### src/rtl/sr_prot_pkg.sv
package sr_prot_pkg;
  localparam int SR_W      = 8;
  localparam int BP_W      = 5;
  localparam int NV_W      = BP_W + 1;
  localparam int LOCK_BITS = 6;
  localparam int LVL_W     = 3;
  localparam int LVL_ALL   = 7;

  // map a protect code onto a lock level; out-of-table codes lock all
  function automatic logic [LVL_W-1:0] bp_level(input logic [BP_W-1:0] bp);
    if (bp <= 5'd6) return bp[LVL_W-1:0];
    return LVL_W'(LVL_ALL);
  endfunction
endpackage

### src/rtl/sr_lock_decode.sv
module sr_lock_decode
  import sr_prot_pkg::*;
(
  input  logic                 clk,
  input  logic                 rst,
  input  logic [BP_W-1:0]      bp,
  input  logic [LOCK_BITS-1:0] addr_hi,
  output logic                 locked_q
);
  localparam int NLVL = LVL_ALL + 1;

  logic [NLVL-1:0]  top_hit;
  logic [LVL_W-1:0] lvl;

  assign lvl        = bp_level(bp);
  assign top_hit[0] = 1'b0;
  assign top_hit[NLVL-1] = 1'b1;

  // level k locks the top 1/2^(7-k) of the array: top (7-k) bits all ones
  generate
    for (genvar k = 1; k < NLVL - 1; k++) begin : g_lvl
      assign top_hit[k] = &addr_hi[LOCK_BITS-1 -: (LOCK_BITS + 1 - k)];
    end
  endgenerate

  always_ff @(posedge clk) begin
    if (rst) locked_q <= 1'b0;
    else     locked_q <= top_hit[lvl];
  end

  assert_level0_unlocked_R7: assert property (@(posedge clk) disable iff (rst)
    (bp == '0) |=> !locked_q);
  assert_full_lock_R7: assert property (@(posedge clk) disable iff (rst)
    (bp > 5'd6) |=> locked_q);
endmodule

### src/rtl/sr_cycle_timer.sv
module sr_cycle_timer #(
  parameter int CYC = 64
) (
  input  logic clk,
  input  logic rst,
  input  logic start,
  output logic busy,
  output logic done
);
  localparam int CW = (CYC > 2) ? $clog2(CYC) : 1;

  logic [CW-1:0] cnt;

  assign done = busy && (cnt == '0);

  always_ff @(posedge clk) begin
    if (rst) begin
      busy <= 1'b0;
      cnt  <= '0;
    end else if (start) begin
      busy <= 1'b1;
      cnt  <= CW'(CYC - 1);
    end else if (busy) begin
      if (cnt == '0) busy <= 1'b0;
      else           cnt  <= cnt - 1'b1;
    end
  end

  assert_no_restart_R6: assert property (@(posedge clk) disable iff (rst)
    start |-> !busy);
  assert_count_bounded_R5: assert property (@(posedge clk) disable iff (rst)
    busy |-> (cnt <= CW'(CYC - 1)));
endmodule

### src/rtl/sr_prot_unit.sv
module sr_prot_unit
  import sr_prot_pkg::*;
#(
  parameter int WRSR_CYCLES = 64
) (
  input  logic                 clk,
  input  logic                 rst,
  input  logic                 wp_n,
  input  logic                 cmd_wren,
  input  logic                 cmd_wrdi,
  input  logic                 wrsr_load,
  input  logic [NV_W-1:0]      wrsr_nv,
  input  logic                 cs_rise,
  input  logic                 array_busy,
  input  logic                 array_done,
  input  logic [LOCK_BITS-1:0] chk_addr_hi,
  output logic [SR_W-1:0]      status_q,
  output logic                 busy,
  output logic                 addr_locked,
  output logic                 sr_write_inhibit
);
  logic            wen_q, wpen_q, pend_q;
  logic [BP_W-1:0] bp_q;
  logic [NV_W-1:0] pend_nv;
  logic            hw_prot, any_busy, wrsr_busy, wrsr_done, wrsr_start;

  assign hw_prot    = ~wp_n & wpen_q;
  assign any_busy   = wrsr_busy | array_busy;
  assign busy       = any_busy;
  assign wrsr_start = pend_q & cs_rise & wen_q & ~hw_prot & ~any_busy;

  sr_cycle_timer #(.CYC(WRSR_CYCLES)) u_timer (
    .clk   (clk),
    .rst   (rst),
    .start (wrsr_start),
    .busy  (wrsr_busy),
    .done  (wrsr_done)
  );

  sr_lock_decode u_lock (
    .clk      (clk),
    .rst      (rst),
    .bp       (bp_q),
    .addr_hi  (chk_addr_hi),
    .locked_q (addr_locked)
  );

  // enable latch and nonvolatile field
  always_ff @(posedge clk) begin
    if (rst) begin
      wen_q  <= 1'b0;
      wpen_q <= 1'b0;
      bp_q   <= '0;
    end else if (wrsr_done) begin
      wpen_q <= pend_nv[NV_W-1];
      bp_q   <= pend_nv[BP_W-1:0];
      wen_q  <= 1'b0;
    end else if (array_done) begin
      wen_q  <= 1'b0;
    end else if (!any_busy) begin
      if (cmd_wren)      wen_q <= 1'b1;
      else if (cmd_wrdi) wen_q <= 1'b0;
    end
  end

  // pending status write, held from data strobe until frame end
  always_ff @(posedge clk) begin
    if (rst) begin
      pend_q  <= 1'b0;
      pend_nv <= '0;
    end else if (!any_busy && wrsr_load && wen_q && !hw_prot) begin
      pend_q  <= 1'b1;
      pend_nv <= wrsr_nv;
    end else if (cs_rise || hw_prot || !wen_q) begin
      pend_q  <= 1'b0;
    end
  end

  // registered read-back and inhibit
  always_ff @(posedge clk) begin
    if (rst) begin
      status_q         <= '0;
      sr_write_inhibit <= 1'b0;
    end else begin
      status_q         <= any_busy ? {SR_W{1'b1}} : {wpen_q, bp_q, wen_q, 1'b0};
      sr_write_inhibit <= hw_prot;
    end
  end

  assert_busy_reads_ones_R6: assert property (@(posedge clk) disable iff (rst)
    any_busy |=> (status_q == {SR_W{1'b1}}));
  assert_wrsr_needs_wen_R4: assert property (@(posedge clk) disable iff (rst)
    $rose(wrsr_busy) |-> $past(wen_q));
  assert_no_start_under_hw_R8: assert property (@(posedge clk) disable iff (rst)
    $rose(wrsr_busy) |-> !$past(hw_prot));
  assert_wen_cleared_at_end_R5: assert property (@(posedge clk) disable iff (rst)
    $fell(wrsr_busy) |-> !wen_q);
  assert_field_moves_only_at_end_R5: assert property (@(posedge clk) disable iff (rst)
    !$stable(bp_q) |-> $fell(wrsr_busy));
endmodule

### config.mk
export PLATFORM = sky130hd
export DESIGN_NAME = sr_prot_unit
export DESIGN_NICKNAME = d
export VERILOG_FILES = /design/src/rtl/sr_prot_pkg.sv /design/src/rtl/sr_lock_decode.sv /design/src/rtl/sr_cycle_timer.sv /design/src/rtl/sr_prot_unit.sv
export SDC_FILE = /design/constraint.sdc
export NUM_CORES = 1
export LEC_CHECK = 0
export BUFFER_PORTS_ARGS = -buffer_cell sky130_fd_sc_hd__clkbuf_2
export CAP_MARGIN = 10
export CORE_ASPECT_RATIO = 0.75
export CORE_MARGIN = 4
export CORE_UTILIZATION = 50
export CTS_BUF_LIST = sky130_fd_sc_hd__clkbuf_16
export DETAILED_ROUTE_END_ITERATION = 8
export PLACE_DENSITY_LB_ADDON = 0.08
export SLEW_MARGIN = 20
export SYNTH_ARGS = -nofsm -noshare
export SYNTH_HDL_FRONTEND = slang
export SYNTH_SLANG_ARGS = --single-unit
### constraint.sdc
create_clock -name clk -period 3.7 [get_ports clk]
set_input_delay 0 -clock clk [delete_from_list [all_inputs] [get_ports clk]]
set_output_delay 0 -clock clk [all_outputs]
set_load 0.03 [all_outputs]
==> results.json, run 1 <==
{
  "outcome": "finished clean",
  "crit_chain": "nor2_1 > nand4_1 > mux2i_1 > nor2_1",
  "dieArea_sq_um": 3220,
  "cts_buffer_depth": 2,
  "cts_tree": "built",
  "cpMostUsedCell": "nor2_1",
  "vias_per_cell": 5.11,
  "clkPwrFrac_pct": 48.4,
  "wl_um": 2530,
  "p_total_uw": 753,
  "tns_ns": 0,
  "first_global_vias": 970,
  "period_needed_ns": 1.83,
  "final_cell_mix": "dfxtp_1 (31), clkbuf_2 (31), nor2_1 (25)",
  "cts_buffers": 5,
  "ant_nets": 0,
  "drc_errors": 0,
  "p_leak_nw": 0.684,
  "synth-compound-area-share_pct": 13.1,
  "wl_per_cell_um": 12.5,
  "core_sq_um": 2120,
  "p_switching_uw": 153,
  "power.share.sequential_pct": 45.5,
  "final_max_slew_viol_count": 0,
  "hold_slack_ns": 0.00746,
  "numPortBuffers": 31,
  "clk_pin_slew_worst_paths_ns": 0.05,
  "crit_family": "simple AND/OR/NAND/NOR gates",
  "critical_path.slowest_cell": "nand4_1",
  "slowest_delay_ns": 0.48,
  "drive_gt1_share_pct": 23.4,
  "p_comb_share_pct": 6.1,
  "syn_avg_cell_area_sq_um": 9.04,
  "ys_seq_area_share_pct": 52.4,
  "fmax_mhz": 548,
  "synth_area_sq_um": 1180,
  "switching_share_pct": 20.3,
  "tightestPinTransition_ns": 0.794,
  "gp_congestion": 0.769,
  "start_util_pct": 55.8,
  "grt_use_total_pct": 17.6,
  "route.vias.total": 1038,
  "end_kind": "flip-flop",
  "dp_hpwl_um": 1780,
  "cts_sinks": 31,
  "die_y_um": 50.1,
  "htree_levels": 2,
  "rsz0062_at_grt": "false",
  "maxCapViolCount": 0,
  "final_cells": 203,
  "synth-main-ff-cell": "dfxtp_1",
  "p_int_uw": 600,
  "ir_worst_vdd_uv": 314,
  "synthAdderAreaFrac_pct": 2.11,
  "rows": 14,
  "final_nets": 194,
  "synth_edf_count": 0,
  "cp.arrival_ns": 1.96,
  "overflow": 0,
  "syn_inst": 131,
  "post-route-util_pct": 73.5,
  "grt_pass1_wl_um": 4370,
  "synth.distinct_cells": 28,
  "drtIter0Drc": 44,
  "firstDrtPassIters": 4,
  "seq_area_sq_um": 621,
  "clock_latency_ns": 0.27,
  "hp-class": "primary input to flip-flop",
  "postSynth.asyncResetShare_pct": 0,
  "grt_max_degree": 32,
  "max-slew-margin-rel_pct": 46.6,
  "required_ns": 3.83,
  "final-setup-viol-count": 0,
  "antenna_cells": 0,
  "synthSimpleGateAreaFrac_pct": 22.5,
  "path_max_fanout": 14,
  "period_share_pct": 49.3,
  "skew_ns": 0.00552,
  "synth-xor-area-share_pct": 0.740,
  "placed_cells": 190,
  "path_buf_inv": 0,
  "multi_input_comb_area_sq_um": 537,
  "grt_antenna_before_repair": 0,
  "ios": 32,
  "nFillCells": 168,
  "postCtsSetupRepairBufs": 0,
  "criticalPathCategory": "flip-flop to flip-flop",
  "power.density_nw_per_um2": 483,
  "synth_warnings": 0,
  "die_w_um": 64.2,
  "syn-num-nets": 154,
  "start_kind": "flip-flop",
  "synth_top_family_by_area": "simple AND/OR/NAND/NOR gates",
  "ctsRootBufferMaster": "clkbuf_16",
  "muxShareOfSynthArea_pct": 6.87,
  "synth_seq_cells": 31,
  "hold_viol": 0,
  "area_delta_synth_final_pct": 31.6
}
[per-layer routing]
layer,vias to the layer above,GRT usage (%),share of wire [%]
li1,539,-,-
met1,468,22.3,48
met2,27,26.8,45
met3,4,7.14,6.1
met4,0,7.37,0.99
met5,-,0,0
[state kept, by name (all words and copies together) (netlist names)]
| name | count |
|---|---|
| pend_q | 1 |
| u_timer.busy | 1 |
| wen_q | 1 |
| bp_q | 5 |
| sr_write_inhibit | 1 |
| wpen_q | 1 |
| pend_nv | 6 |
| u_timer.cnt | 6 |
| status_q | 8 |
| u_lock.locked_q | 1 |
[cell type report]
type / instances / share of cell area [%]
well taps: 32 / 2.57
clock buffers: 5 / 8.03
multi-input cells: 93 / 34.5
repair buffers: 37 / 13.8
clock inverters: 2 / 0.562
inverters: 3 / 0.723
flip-flops and latches: 31 / 39.8
[what timing repair did]
item,in CTS,in global routing
hold buffers,6,0
hold endpoints to repair,6,0
resized for setup,0,0
[metrics by stage]
step	cell area [sq um]	setup WS, ns
2_1_floorplan	1180	2.14
3_3_place_gp	1360	1.97
3_5_place_dp	1360	1.88
4_1_cts	1560	1.87
5_1_grt	1560	1.68
6_report	1560	1.87
[power groups by stage]
stage	Clock, mW	Sequential (mW)	Combinational (mW)
after floorplan	0	0.359	0.0136
after global placement	0	0.349	0.0404
after detailed placement	0	0.349	0.0410
after CTS	0.369	0.342	0.0460
after global routing	0.388	0.342	0.0508
final	0.364	0.342	0.0461
[kinds of logic after synthesis]
kind of cell | Yosys count
flip-flops | 31
buffers and inverters | 7
XOR/XNOR | 1
multiplexers | 8
AND/OR/NAND/NOR | 57
adder cells (fa/ha/maj) | 2
AO/OA/AOI/OAI | 25
[cell usage after synthesis (2+ instances only)]
library cell | count | area share, %
nand2b_1 | 3 | 1.6
nand2_1 | 12 | 3.8
mux2i_1 | 7 | 5.9
clkbuf_1 | 4 | 1.3
a31oi_1 | 3 | 1.6
ha_1 | 2 | 2.1
dfxtp_1 | 31 | 52
nand3_1 | 7 | 3.0
o21ai_0 | 3 | 1.3
or3_1 | 2 | 1.1
nor2_1 | 25 | 7.9
inv_1 | 2 | 0.63
nand4_1 | 3 | 1.6
a21oi_1 | 13 | 5.5
[tightest hold or removal path, stage by stage]
cell      delay, ns
clkbuf_2       0.07
mux2i_1        0.06
nor2_1         0.10
[worst paths after layout]
check / startpoint / end / slack, ns / depth (start not counted)
setup / recovery: u_timer.busy$_SDFF_PP0_ / pend_nv[4]$_SDFFE_PP0P_ / 1.87 / 4
hold / removal: wrsr_nv[4] / pend_nv[4]$_SDFFE_PP0P_ / 0.007 / 3
setup reg to reg: u_timer.busy$_SDFF_PP0_ / pend_nv[4]$_SDFFE_PP0P_ / 1.87 / 4
hold reg to reg: pend_nv[1]$_SDFFE_PP0P_ / bp_q[1]$_SDFFE_PP0P_ / 0.47 / 2
Note: power is estimated with default switching activity, not from simulation.
==> run 2: changes to the inputs <==
==> constraint.sdc (replaced) <==
create_clock -name clk -period 1.8 [get_ports clk]
set_input_delay 0 -clock clk [delete_from_list [all_inputs] [get_ports clk]]
set_output_delay 0 -clock clk [all_outputs]
set_load 0.03 [all_outputs]
==> run 2 against run 1 <==
Net effect:
- clock skew is 0.0033 ns lower
- critical path type unchanged
- critical endpoint is now u_timer.cnt[1]$_SDFFE_PP0P_
- hold slack better by 0.0018 ns
- flip-flop and latch count is the same
- sequential share of layout area shrank 1.0 points
- combinational power rose by 110%
- cell count rose by 2.5%
- clock power grew 110%
- setup slack got worse by 1.7 ns
- largest power group unchanged
- fmax is 10% higher
- global-route usage is 1.1 points higher
- register-to-register slack worse by 1.7 ns
- design area is 2.6% higher
==> results.json, run 2 (synthesis gave the netlist of run 1 again) <==
{
  "use_met2_pct": 29.8,
  "maxCapViolCount": 0,
  "required_ns": 1.99,
  "p_leak_nw": 0.707,
  "hp-class": "primary input to flip-flop",
  "reg2reg_to": "u_timer.cnt[1]$_SDFFE_PP0P_",
  "ant_nets": 0,
  "grt_pass1_wl_um": 4630,
  "reg2reg_slack_ns": 0.15,
  "min_to": "pend_q$_SDFFE_PP0P_",
  "regMostFlops": "status_q",
  "hold_depth": 3,
  "overflow": 0,
  "rows": 14,
  "firstDrtPassIters": 4,
  "dp_hpwl_um": 1860,
  "gp_congestion": 0.747,
  "period_needed_ns": 1.65,
  "final_cell_mix": "dfxtp_1 (31), clkbuf_2 (31), nor2_1 (25)",
  "cts_tree": "built",
  "skew_ns": 0.00227,
  "final_max_slew_viol_count": 0,
  "critical_path.slowest_cell": "mux2_2",
  "die_w_um": 64.2,
  "cp.arrival_ns": 1.85,
  "grt_util_met1_pct": 23.1,
  "drtIter0Drc": 60,
  "outcome": "finished clean",
  "start_util_pct": 55.8,
  "antenna_cells": 0,
  "grt_antenna_before_repair": 0,
  "largest_register_ffs": 8,
  "rsz0062_at_grt": "true",
  "grtUsageMet3_pct": 9.15,
  "cts_buffers": 5,
  "power.density_nw_per_um2": 974,
  "end_kind": "flip-flop",
  "die_y_um": 50.1,
  "path_max_fanout": 4,
  "clk_pin_slew_worst_paths_ns": 0.05,
  "slowest_delay_ns": 0.37,
  "final-setup-viol-count": 0,
  "max-slew-margin-rel_pct": 60.9,
  "core_sq_um": 2120,
  "cts_sinks": 31,
  "fmax_mhz": 605,
  "hp-start": "cs_rise",
  "route.vias.total": 1056,
  "fin_ws_ns": 0.146,
  "crit_chain": "inv_1 > ha_1 > nand2b_1 > o41ai_2 > mux2_2 > a21oi_1",
  "grt_use_total_pct": 18.7,
  "cts_buffer_depth": 2,
  "design_area_sq_um": 1600,
  "vias_per_cell": 5.08,
  "ctsRootBufferMaster": "clkbuf_16",
  "start_kind": "flip-flop",
  "wl_per_cell_um": 12.8,
  "final_nets": 199,
  "period_share_pct": 91.9,
  "drc_errors": 0,
  "area_delta_synth_final_pct": 35.0,
  "worst-r2r-cell-count": 6,
  "wl_um": 2660,
  "criticalPathCategory": "flip-flop to flip-flop",
  "hold_slack_ns": 0.00928,
  "dieArea_sq_um": 3220,
  "placed_cell_area_sq_um": 1390,
  "tightestPinTransition_ns": 0.587,
  "cts.repair.resized": 0,
  "hold_viol": 0,
  "grt_max_degree": 32,
  "clock_latency_ns": 0.27,
  "first_global_vias": 1013,
  "r2r-start": "u_timer.cnt[0]$_SDFFE_PP0P_",
  "ir_worst_vdd_uv": 646,
  "largestRegisters": "status_q (8), pend_nv (6), u_timer.cnt (6)",
  "busiest_layer": "met2",
  "place_ws_ns": 0.168,
  "htree_levels": 2,
  "ios": 32,
  "numPortBuffers": 31,
  "drive_gt1_share_pct": 25.0
}
run 2: cell count changes in the layout (fill, tap and decap cells not counted):
cell and delta:
buf_4 +4, dlygate4sd3_1 +1
run 2: metal layers:
metal / part of all wire, % / up-vias
met3: 6.9 / 3
met4: 1.1 / 0
met5: 0 / -
met2: 46 / 34
li1: - / 548
met1: 46 / 471
run 2: report_power, final:
group          switching (mW)  internal (mW)  leakage, nW
combinational          0.0564         0.0424        0.388
sequential            0.00379          0.700        0.252
clock                   0.260          0.494       0.0671
total                   0.320           1.24        0.707
run 2: area by class of cell:
type	count	area [sq um]
multi-input cells	93	537
clock inverters	2	8.76
flip-flops and latches	31	621
inverters	3	11.3
well taps	32	40.0
repair buffers	42	255
fillers	164	522
clock buffers	5	125
run 2: worst max path at each step:
stage,slack [ns],startpoint,cells past startpoint,end
after floorplan,0.24,u_timer.cnt[0]$_SDFFE_PP0P_,6,u_timer.cnt[1]$_SDFFE_PP0P_
after global placement,0.27,u_timer.cnt[0]$_SDFFE_PP0P_,6,u_timer.cnt[1]$_SDFFE_PP0P_
after detailed placement,0.17,u_timer.cnt[0]$_SDFFE_PP0P_,6,u_timer.cnt[1]$_SDFFE_PP0P_
after CTS,0.15,u_timer.cnt[0]$_SDFFE_PP0P_,6,u_timer.cnt[1]$_SDFFE_PP0P_
after global routing,-0.009,u_timer.cnt[0]$_SDFFE_PP0P_,6,u_timer.cnt[1]$_SDFFE_PP0P_
final,0.15,u_timer.cnt[0]$_SDFFE_PP0P_,6,u_timer.cnt[1]$_SDFFE_PP0P_
run 2: critical path: cells and delay by family (launching register included):
kind	cells	cell delay, ns
AOI/OAI and AO/OA	2	0.41
muxes	1	0.37
DFF	1	0.30
adders and majority gates	1	0.22
buffers and inverters	1	0.14
and+or+nand+nor	1	0.12
run 2: what timing repair did:
| item | in CTS | in global routing |
|---|---|---|
| setup buffers | 0 | 0 |
| hold buffers | 7 | 0 |
| endpoints found under the setup margin | 0 | 3 |
| endpoints found under the hold margin | 7 | 0 |
run 2: through the flow:
stage,instances,total power [mW],utilization (%),setup TNS [ns]
finish,208,1.56,75.4,0
global route,208,1.63,75.4,-0.0111
CTS,208,1.57,75.4,0
detailed placement,194,0.804,65.8,0
global placement,194,0.801,65.8,0
floorplan,131,0.765,-,0
